[src/rtl/mul64_pkg.sv]
package mul64_pkg;
  typedef enum logic [1:0] {
    OP_LO  = 2'd0,
    OP_HSS = 2'd1,
    OP_HSU = 2'd2,
    OP_HUU = 2'd3
  } mul_op_e;

  typedef struct packed {
    logic neg;
    logic word;
    logic hi;
  } mul_ctl_t;
endpackage

[src/rtl/mul64_operand_prep.sv]
module mul64_operand_prep #(
  parameter int XLEN = 64
) (
  input  logic [XLEN-1:0] val_i,
  input  logic            is_signed_i,
  input  logic            word_i,
  output logic [XLEN-1:0] mag_o,
  output logic            neg_o
);
  localparam int HALF = XLEN / 2;

  logic [XLEN:0] ext;
  logic [XLEN:0] ext_neg;

  // guard bit keeps unsigned operands with msb set non-negative
  assign ext     = {is_signed_i & val_i[XLEN-1], val_i};
  assign ext_neg = ~ext + {{XLEN{1'b0}}, 1'b1};
  assign neg_o   = ext[XLEN];

  always_comb begin
    if (word_i)    mag_o = {{(XLEN-HALF){1'b0}}, val_i[HALF-1:0]};
    else if (neg_o) mag_o = ext_neg[XLEN-1:0];
    else           mag_o = val_i;
  end
endmodule

[src/rtl/mul64_shift_add_core.sv]
module mul64_shift_add_core #(
  parameter int XLEN    = 64,
  parameter int DIGIT_W = 4
) (
  input  logic              clk_i,
  input  logic              rst_ni,
  input  logic              load_i,
  input  logic              word_i,
  input  logic [XLEN-1:0]   mcand_i,
  input  logic [XLEN-1:0]   mplier_i,
  output logic              busy_o,
  output logic              done_o,
  output logic [2*XLEN-1:0] prod_o
);
  localparam int STEPS_FULL = XLEN / DIGIT_W;
  localparam int STEPS_WORD = XLEN / 2 / DIGIT_W;
  localparam int CNT_W      = $clog2(STEPS_FULL + 1);
  localparam int SUM_W      = XLEN + DIGIT_W;
  localparam logic [CNT_W-1:0] LAST_FULL = CNT_W'(STEPS_FULL - 1);
  localparam logic [CNT_W-1:0] LAST_WORD = CNT_W'(STEPS_WORD - 1);

  logic [2*XLEN-1:0] prod_q;
  logic [XLEN-1:0]   mcand_q;
  logic [CNT_W-1:0]  cnt_q;
  logic              busy_q, done_q, word_q;
  logic [SUM_W-1:0]  pp, hi_sum;
  logic              last_step;

  assign pp        = {{DIGIT_W{1'b0}}, mcand_q} * {{XLEN{1'b0}}, prod_q[DIGIT_W-1:0]};
  assign hi_sum    = {{DIGIT_W{1'b0}}, prod_q[2*XLEN-1:XLEN]} + pp;
  assign last_step = (cnt_q == (word_q ? LAST_WORD : LAST_FULL));

  always_ff @(posedge clk_i or negedge rst_ni) begin
    if (!rst_ni) begin
      prod_q  <= '0;
      mcand_q <= '0;
      cnt_q   <= '0;
      busy_q  <= 1'b0;
      done_q  <= 1'b0;
      word_q  <= 1'b0;
    end else begin
      done_q <= 1'b0;
      if (load_i && !busy_q) begin
        prod_q  <= {{XLEN{1'b0}}, mplier_i};
        mcand_q <= mcand_i;
        cnt_q   <= '0;
        busy_q  <= 1'b1;
        word_q  <= word_i;
      end else if (busy_q) begin
        prod_q <= {hi_sum, prod_q[XLEN-1:DIGIT_W]};
        cnt_q  <= cnt_q + CNT_W'(1);
        if (last_step) begin
          busy_q <= 1'b0;
          done_q <= 1'b1;
        end
      end
    end
  end

  assign busy_o = busy_q;
  assign done_o = done_q;
  assign prod_o = prod_q;
endmodule

[src/rtl/mul64_result_select.sv]
module mul64_result_select #(
  parameter int XLEN = 64
) (
  input  logic [2*XLEN-1:0]       prod_i,
  input  mul64_pkg::mul_ctl_t     ctl_i,
  output logic [XLEN-1:0]         result_o
);
  localparam int HALF = XLEN / 2;

  logic [2*XLEN-1:0] fixed;
  logic [HALF-1:0]   word_lo;

  assign fixed   = ctl_i.neg ? (~prod_i + {{(2*XLEN-1){1'b0}}, 1'b1}) : prod_i;
  // word-mode product ends HALF bits up after the shortened run
  assign word_lo = prod_i[XLEN-1:HALF];

  always_comb begin
    if (ctl_i.word)    result_o = {{(XLEN-HALF){word_lo[HALF-1]}}, word_lo};
    else if (ctl_i.hi) result_o = fixed[2*XLEN-1:XLEN];
    else               result_o = fixed[XLEN-1:0];
  end
endmodule

[src/rtl/mul64_unit.sv]
module mul64_unit
  import mul64_pkg::*;
#(
  parameter int XLEN    = 64,
  parameter int DIGIT_W = 4
) (
  input  logic            clk_i,
  input  logic            rst_ni,
  input  logic            start_i,
  input  logic [1:0]      op_i,
  input  logic            word_i,
  input  logic [XLEN-1:0] rs1_i,
  input  logic [XLEN-1:0] rs2_i,
  output logic            busy_o,
  output logic            done_o,
  output logic [XLEN-1:0] result_o
);
  localparam int NOPS = 2;

  logic [NOPS-1:0][XLEN-1:0] opnd, mag;
  logic [NOPS-1:0]           sgn, neg;
  logic                      accept;
  logic [2*XLEN-1:0]         prod;
  mul_ctl_t                  ctl_q;
  mul_op_e                   op;

  assign op      = mul_op_e'(op_i);
  assign opnd[0] = rs1_i;
  assign opnd[1] = rs2_i;
  assign sgn[0]  = !word_i && (op == OP_HSS || op == OP_HSU);
  assign sgn[1]  = !word_i && (op == OP_HSS);
  assign accept  = start_i && !busy_o;

  for (genvar g = 0; g < NOPS; g++) begin : g_prep
    mul64_operand_prep #(.XLEN(XLEN)) u_prep (
      .val_i       (opnd[g]),
      .is_signed_i (sgn[g]),
      .word_i      (word_i),
      .mag_o       (mag[g]),
      .neg_o       (neg[g])
    );
  end

  always_ff @(posedge clk_i or negedge rst_ni) begin
    if (!rst_ni) begin
      ctl_q <= '0;
    end else if (accept) begin
      ctl_q.neg  <= neg[0] ^ neg[1];
      ctl_q.word <= word_i;
      ctl_q.hi   <= (op != OP_LO);
    end
  end

  mul64_shift_add_core #(.XLEN(XLEN), .DIGIT_W(DIGIT_W)) u_core (
    .clk_i    (clk_i),
    .rst_ni   (rst_ni),
    .load_i   (start_i),
    .word_i   (word_i),
    .mcand_i  (mag[0]),
    .mplier_i (mag[1]),
    .busy_o   (busy_o),
    .done_o   (done_o),
    .prod_o   (prod)
  );

  mul64_result_select #(.XLEN(XLEN)) u_sel (
    .prod_i   (prod),
    .ctl_i    (ctl_q),
    .result_o (result_o)
  );
endmodule

[config.mk]
export PLATFORM = sky130hd
export DESIGN_NAME = mul64_unit
export DESIGN_NICKNAME = d
export VERILOG_FILES = /design/src/rtl/mul64_pkg.sv /design/src/rtl/mul64_operand_prep.sv /design/src/rtl/mul64_shift_add_core.sv /design/src/rtl/mul64_result_select.sv /design/src/rtl/mul64_unit.sv
export SDC_FILE = /design/constraint.sdc
export NUM_CORES = 1
export LEC_CHECK = 0
export BUFFER_PORTS_ARGS = -buffer_cell sky130_fd_sc_hd__buf_2
export CAP_MARGIN = 10
export CORE_MARGIN = 2
export CORE_UTILIZATION = 50
export CTS_BUF_LIST = sky130_fd_sc_hd__clkbuf_8 sky130_fd_sc_hd__clkbuf_16
export DETAILED_ROUTE_END_ITERATION = 10
export GPL_TIMING_DRIVEN = 0
export PLACE_DENSITY = 0.72
export SLEW_MARGIN = 20
export SYNTH_ARGS = -nofsm -noshare
export SYNTH_HDL_FRONTEND = slang
export SYNTH_SLANG_ARGS = --single-unit
[constraint.sdc]
create_clock -name clk_i -period 6.6 [get_ports clk_i]
set_input_delay 0.66 -clock clk_i [delete_from_list [all_inputs] [get_ports clk_i]]
set_output_delay 0.66 -clock clk_i [all_outputs]
set_load 0.01 [all_outputs]
Word-level counts from Yosys, hierarchy flattened --
Cells that the tools add are included.
Word-level totals: flip-flop bits (word level) 202, latch bits 0, bits in writable memories 0, memory bits (read-only) 0, bits of input ports 134, output and inout bits 66, word-level logic and storage cells 49, memories 0
Cells by class: add/sub/neg operators 5, multipliers 1, div/mod/pow operators 0, order comparisons 0, equality and inequality tests 3, shift-type cells 0, multiplexer cells 18, bitwise logic cells 6, reductions and logical operators 8
Operators with widths (count):
- 128-bit 2-to-1 mux | 3
- 64-bit 2-to-1 mux | 6
- 128-bit by 1-bit adder with 128-bit output, second input constant | 1
- 64-bit by 1-bit adder with 64-bit output, second input constant | 2
- 128-bit inverter | 1
- 64-bit inverter | 2
- 64-bit by 68-bit adder with 68-bit output | 1
- 64-bit by 4-bit multiplier with 68-bit output | 1
- 5-bit 2-to-1 mux | 2
- 1-bit 2-to-1 mux | 6
- 5-bit by 1-bit adder with 5-bit output, second input constant | 1
- 5-bit == test | 1
- 4-bit 2-to-1 mux | 1
- 2-bit nonzero test | 2
- 1-bit logical AND | 3
- 1-bit bitwise AND | 2
- 2-bit by 1-bit == test with 1-bit output, second input constant | 1
- 2-bit == test, second input constant | 1
- 1-bit logical NOT | 2
- 1-bit logical OR | 1
- 1-bit bitwise XOR | 1

Longest topological paths before layout --
depth after elaboration 6, depth in mapped cells 19, depth with buffers taken out 17

Hierarchy --
From an unflattened synthesis, not the netlist that was laid out.
Second synthesis, totals: cell total of the unflattened synthesis 3485, area total of the unflattened synthesis 27934.3 um^2
Modules (own cells, without submodules):
- mul64_shift_add_core | instances 1, cells each 2017, area each 18435.2 um^2, sequential area each 5004.8 um^2
- mul64_result_select | instances 1, cells each 801, area each 5101.1 um^2, sequential area each 0.0 um^2
- mul64_operand_prep | instances 2, cells each 326, area each 2105.8 um^2, sequential area each 0.0 um^2
- mul64_unit | instances 1, cells each 15, area each 186.4 um^2, sequential area each 75.1 um^2

Worst setup path before layout --
No wires, ideal clock.
path type register -> register, start register u_core.prod_q[2], in the netlist u_core.prod_o[2], end register u_core.prod_q[120], in the netlist u_core.prod_o[120], library setup time 0.124 ns, data arrival time 5.101 ns, required time 6.476 ns, path slack 1.376 ns, cell stages (with the launch flop) 20, buffers on the path 3, clock period less this slack 5.224 ns, path through dfrtp_1 > clkbuf_1 > clkbuf_1 > and2_1 > fa_1 > fa_1 > inv_1 > fa_1 > inv_1 > ha_1 > clkbuf_1 > nand4_1 > or4_1 > or3_1 > a21oi_1 > nor3_1 > nor2_1 > a21o_1 > nor4_1 > a211o_1
Between the ends: word-level cells in the longest chain between the ends 4
Ends and longest elaborated chain:
- start: declaration | line mul64_shift_add_core.sv:22 | logic [2*XLEN-1:0] prod_q;
- start signal: assignment | line mul64_shift_add_core.sv:44 | prod_q <= {{XLEN{1'b0}}, mplier_i};
- start signal: assignment | line mul64_shift_add_core.sv:50 | prod_q <= {hi_sum, prod_q[XLEN-1:DIGIT_W]};
- 64-bit by 4-bit multiplier with 68-bit output | line mul64_shift_add_core.sv:29 | assign pp = {{DIGIT_W{1'b0}}, mcand_q} * {{XLEN{1'b0}}, prod_q[DIGIT_W-1:0]};
- 64-bit by 68-bit adder with 68-bit output | line mul64_shift_add_core.sv:30 | assign hi_sum = {{DIGIT_W{1'b0}}, prod_q[2*XLEN-1:XLEN]} + pp;
- 128-bit 2-to-1 mux | line mul64_shift_add_core.sv:49 | end else if (busy_q) begin
- 128-bit 2-to-1 mux | line mul64_shift_add_core.sv:43 | if (load_i && !busy_q) begin
Every way passes these cells. The select of a mux whose other input is x is not followed. A chain may end at the register's enable or synchronous reset.

Final worst setup path --
start register u_core.prod_q[3], in the netlist u_core.prod_o[3], end register u_core.prod_q[127], in the netlist u_core.prod_o[127]
Same word-level chain as after synthesis.

==> metrics.cfg <==
[outcome]
outcome = finished, final reports clean

[global_route]
track_usage_pct = 40.39
grt_overflow = 0
grt_pass1_vias = 24637
grt_antenna_before_repair = 3
grt_max_degree = 97
grt_pass1_wl_mm = 158.9

[routing]
avgRoutedWirePerCell_um = 25.77
drc_errors = 0
drt_iter0_drc = 2797
totalWireLength_mm = 107.4
drt.antenna.violating_nets = 0
vias_per_cell = 6.207
num_vias = 25869
detail_route.first_pass.iterations = 5

[worst_setup_path]
crit_type = flip-flop to flip-flop
cp_top_family = adder cells
required_ns = 7.02
end_kind = flip-flop
path_max_fanout = 10
cp_cell_sequence = clkbuf_1, and2_1, fa_1, fa_1, inv_1, fa_1, inv_1, ha_1, clkbuf_1, nand2_1, nor3_1, nand4_1, o21ai_0, mux2i_1, o211ai_1
path_buf_inv = 4
cp_slowest_cell = o21ai_0
slowest_delay_ns = 1.00
cp-start-kind = flip-flop
worstPathArrival_ns = 6.93
cp_common_cell = fa_1

[placed_design]
dp.cells = 4119
portBuffers = 199
place.gp.congestion = 1.048
dp_hpwl_mm = 87.24
dp_slack_ns = -0.8401

[finish]
final_util_pct = 56.45
syn2layout_area_growth_pct = 11.57
drive_above_1_share_pct = 8.792
final_cells = 4168
num-fill-cells = 4967
finalNetCount = 3878

[timing]
worst_slack_ns = 0.09137
slew_headroom_pct = 12.47
rsz0062_at_grt = no
setup_viol = 0
post-route-period-util_pct = 98.62
fin_crit_ns = 6.509
finalMaxSlewViolations = 0
fin_skew_ns = 0.01633
tightest_slew_ns = 1.301
hold_viol_final = 0
fmax_mhz = 153.6
timing.hold.ws_ns = 0.3853

[yosys]
synthTopCellsByArea = dfrtp_1 (20%), fa_1 (15%), and2_1 (6.3%), xnor2_1 (5.9%), o21ai_0 (5.9%)
ys_types = 74
synthArstFlopShare_pct = 100.0
synth_nets = 3648
synth_edf_count = 0
syn_area_per_cell_um2 = 7.807
synth_seq_cells = 202
netlist_top_cells_count = inv_1 (357), nand2_1 (327), o21ai_0 (299), and2_1 (256), dfrtp_1 (202)
synthFlopType = dfrtp_1
yosysMostFrequentCell = inv_1
seq_area_frac_synth_pct = 19.95
yosys.area.top_type_share_pct = 19.95
synth_area_mm2 = 0.02533
synthCells = 3245
synth_top_cell_by_area = dfrtp_1
ys_warn_count = 0

[floorplan]
die_h_um = 229.1
coreArea_mm2 = 0.05007
row_count = 82
die_width_um = 229.1
initial_core_util_pct = 50.60
dieArea_mm2 = 0.05248
pin_count = 200

[clock_network]
h-tree-depth = 1
cts_inserted_buffers = 27
clk_pin_slew_ns = 0.06
root_buffer = clkbuf_16
postCtsSetupRepairBufs = 0
tritoncts = yes
cts_sinks = 202
clk_latency_ns = 0.58
cts.path.max_buffers = 3

[flow_run]
drv_cap = 0

[hold_path]
min_path_type = primary input to flip-flop

## layout by cell type (no fill, tap or decap), types with 37 or more instances in the layout
cell        n
a21o_1     46
a21oi_1   164
a22oi_1    37
and2_1    256
buf_2     200
clkbuf_1  160
dfrtp_1   202
fa_1      187
ha_1       82
inv_1     361
nand2_1   327
nand3_1    47
nand4_1    43
nor2_1    151
nor3_1     78
o21ai_0   299
o31ai_1    88
or3_1      45
xnor2_1   171
xor2_1    109
## worst register-to-register path: cells and delay by family (launching register included)
kind / cells / cell delay (ns)
compound gates: 2 / 1.11
fa+ha+maj: 4 / 1.74
buf+inv: 4 / 1.32
flops: 1 / 0.43
mux: 1 / 0.28
simple gates: 4 / 1.47
## path summary, 6_finish.rpt
kind	from	to	slack, ns	cells after the start
max	u_core.prod_o[3]$_DFFE_PN0P_	u_core.prod_o[127]$_DFFE_PN0P_	0.09	15
min	rs1_i[12]	u_core.mcand_q[12]$_DFFE_PN0P_	0.39	3
max reg2reg	u_core.prod_o[3]$_DFFE_PN0P_	u_core.prod_o[127]$_DFFE_PN0P_	0.09	15
min reg2reg	u_core.prod_o[109]$_DFFE_PN0P_	u_core.prod_o[109]$_DFFE_PN0P_	0.50	2
max in group asynchronous	rst_ni	u_core.prod_o[102]$_DFFE_PN0P_	5.26	3
min in group asynchronous	rst_ni	u_core.prod_o[24]$_DFFE_PN0P_	0.54	2
## state kept, by name, indices dropped and copies added, names as in the netlist
register,count
u_core.busy_o,1
u_core.word_q,1
u_core.mcand_q,64
u_core.prod_o,128
u_core.cnt_q,5
u_core.done_o,1
ctl_q,2
## routing by layer
layer / part of all wire (%) / GRT usage [%] / routed length [um]
met2: 42 / 59.49 / 44780
met1: 42 / 55.90 / 45190
met5: 0 / 0 / 0
met3: 10 / 8.964 / 11240
met4: 5.8 / 20.15 / 6185
## what timing repair did
action / 4_1_cts / 5_1_grt
hold buffers: 1 / 0
resized for setup: 21 / 13
endpoints found under the setup margin: 27 / 19
hold endpoints to repair: 25 / 0
## through the flow
step	area (um^2)	setup TNS (ns)
floorplan	25330	0
global placement	27170	-11.89
detailed placement	27250	-12.82
CTS	28220	0
global route	28250	0
finish	28260	0
## cell families after synthesis
family                   share of synthesized area [%]
AO/OA/AOI/OAI                                    20.93
AND/OR/NAND/NOR                                  22.28
multiplexers                                    0.2025
buffers and inverters                            8.120
flip-flops                                       19.95
adder cells (fa/ha/maj)                          18.83
XOR/XNOR                                         9.680
## area by class of cell
cell class / instances / area, um^2 / share of cell area, %
antenna: 4 / 10.01 / 0.03541
buffer: 188 / 737.0 / 2.607
clock buffer: 31 / 730.7 / 2.585
clock inverter: 15 / 183.9 / 0.6507
inverter: 358 / 1344 / 4.754
multi-input combinational: 2495 / 18290 / 64.70
sequential: 202 / 5055 / 17.88
tap: 672 / 840.8 / 2.975
timing repair buffer: 203 / 1076 / 3.807
Power is not shown: default switching activity piles up to over one toggle a cycle in this logic, so the estimate is an artifact.
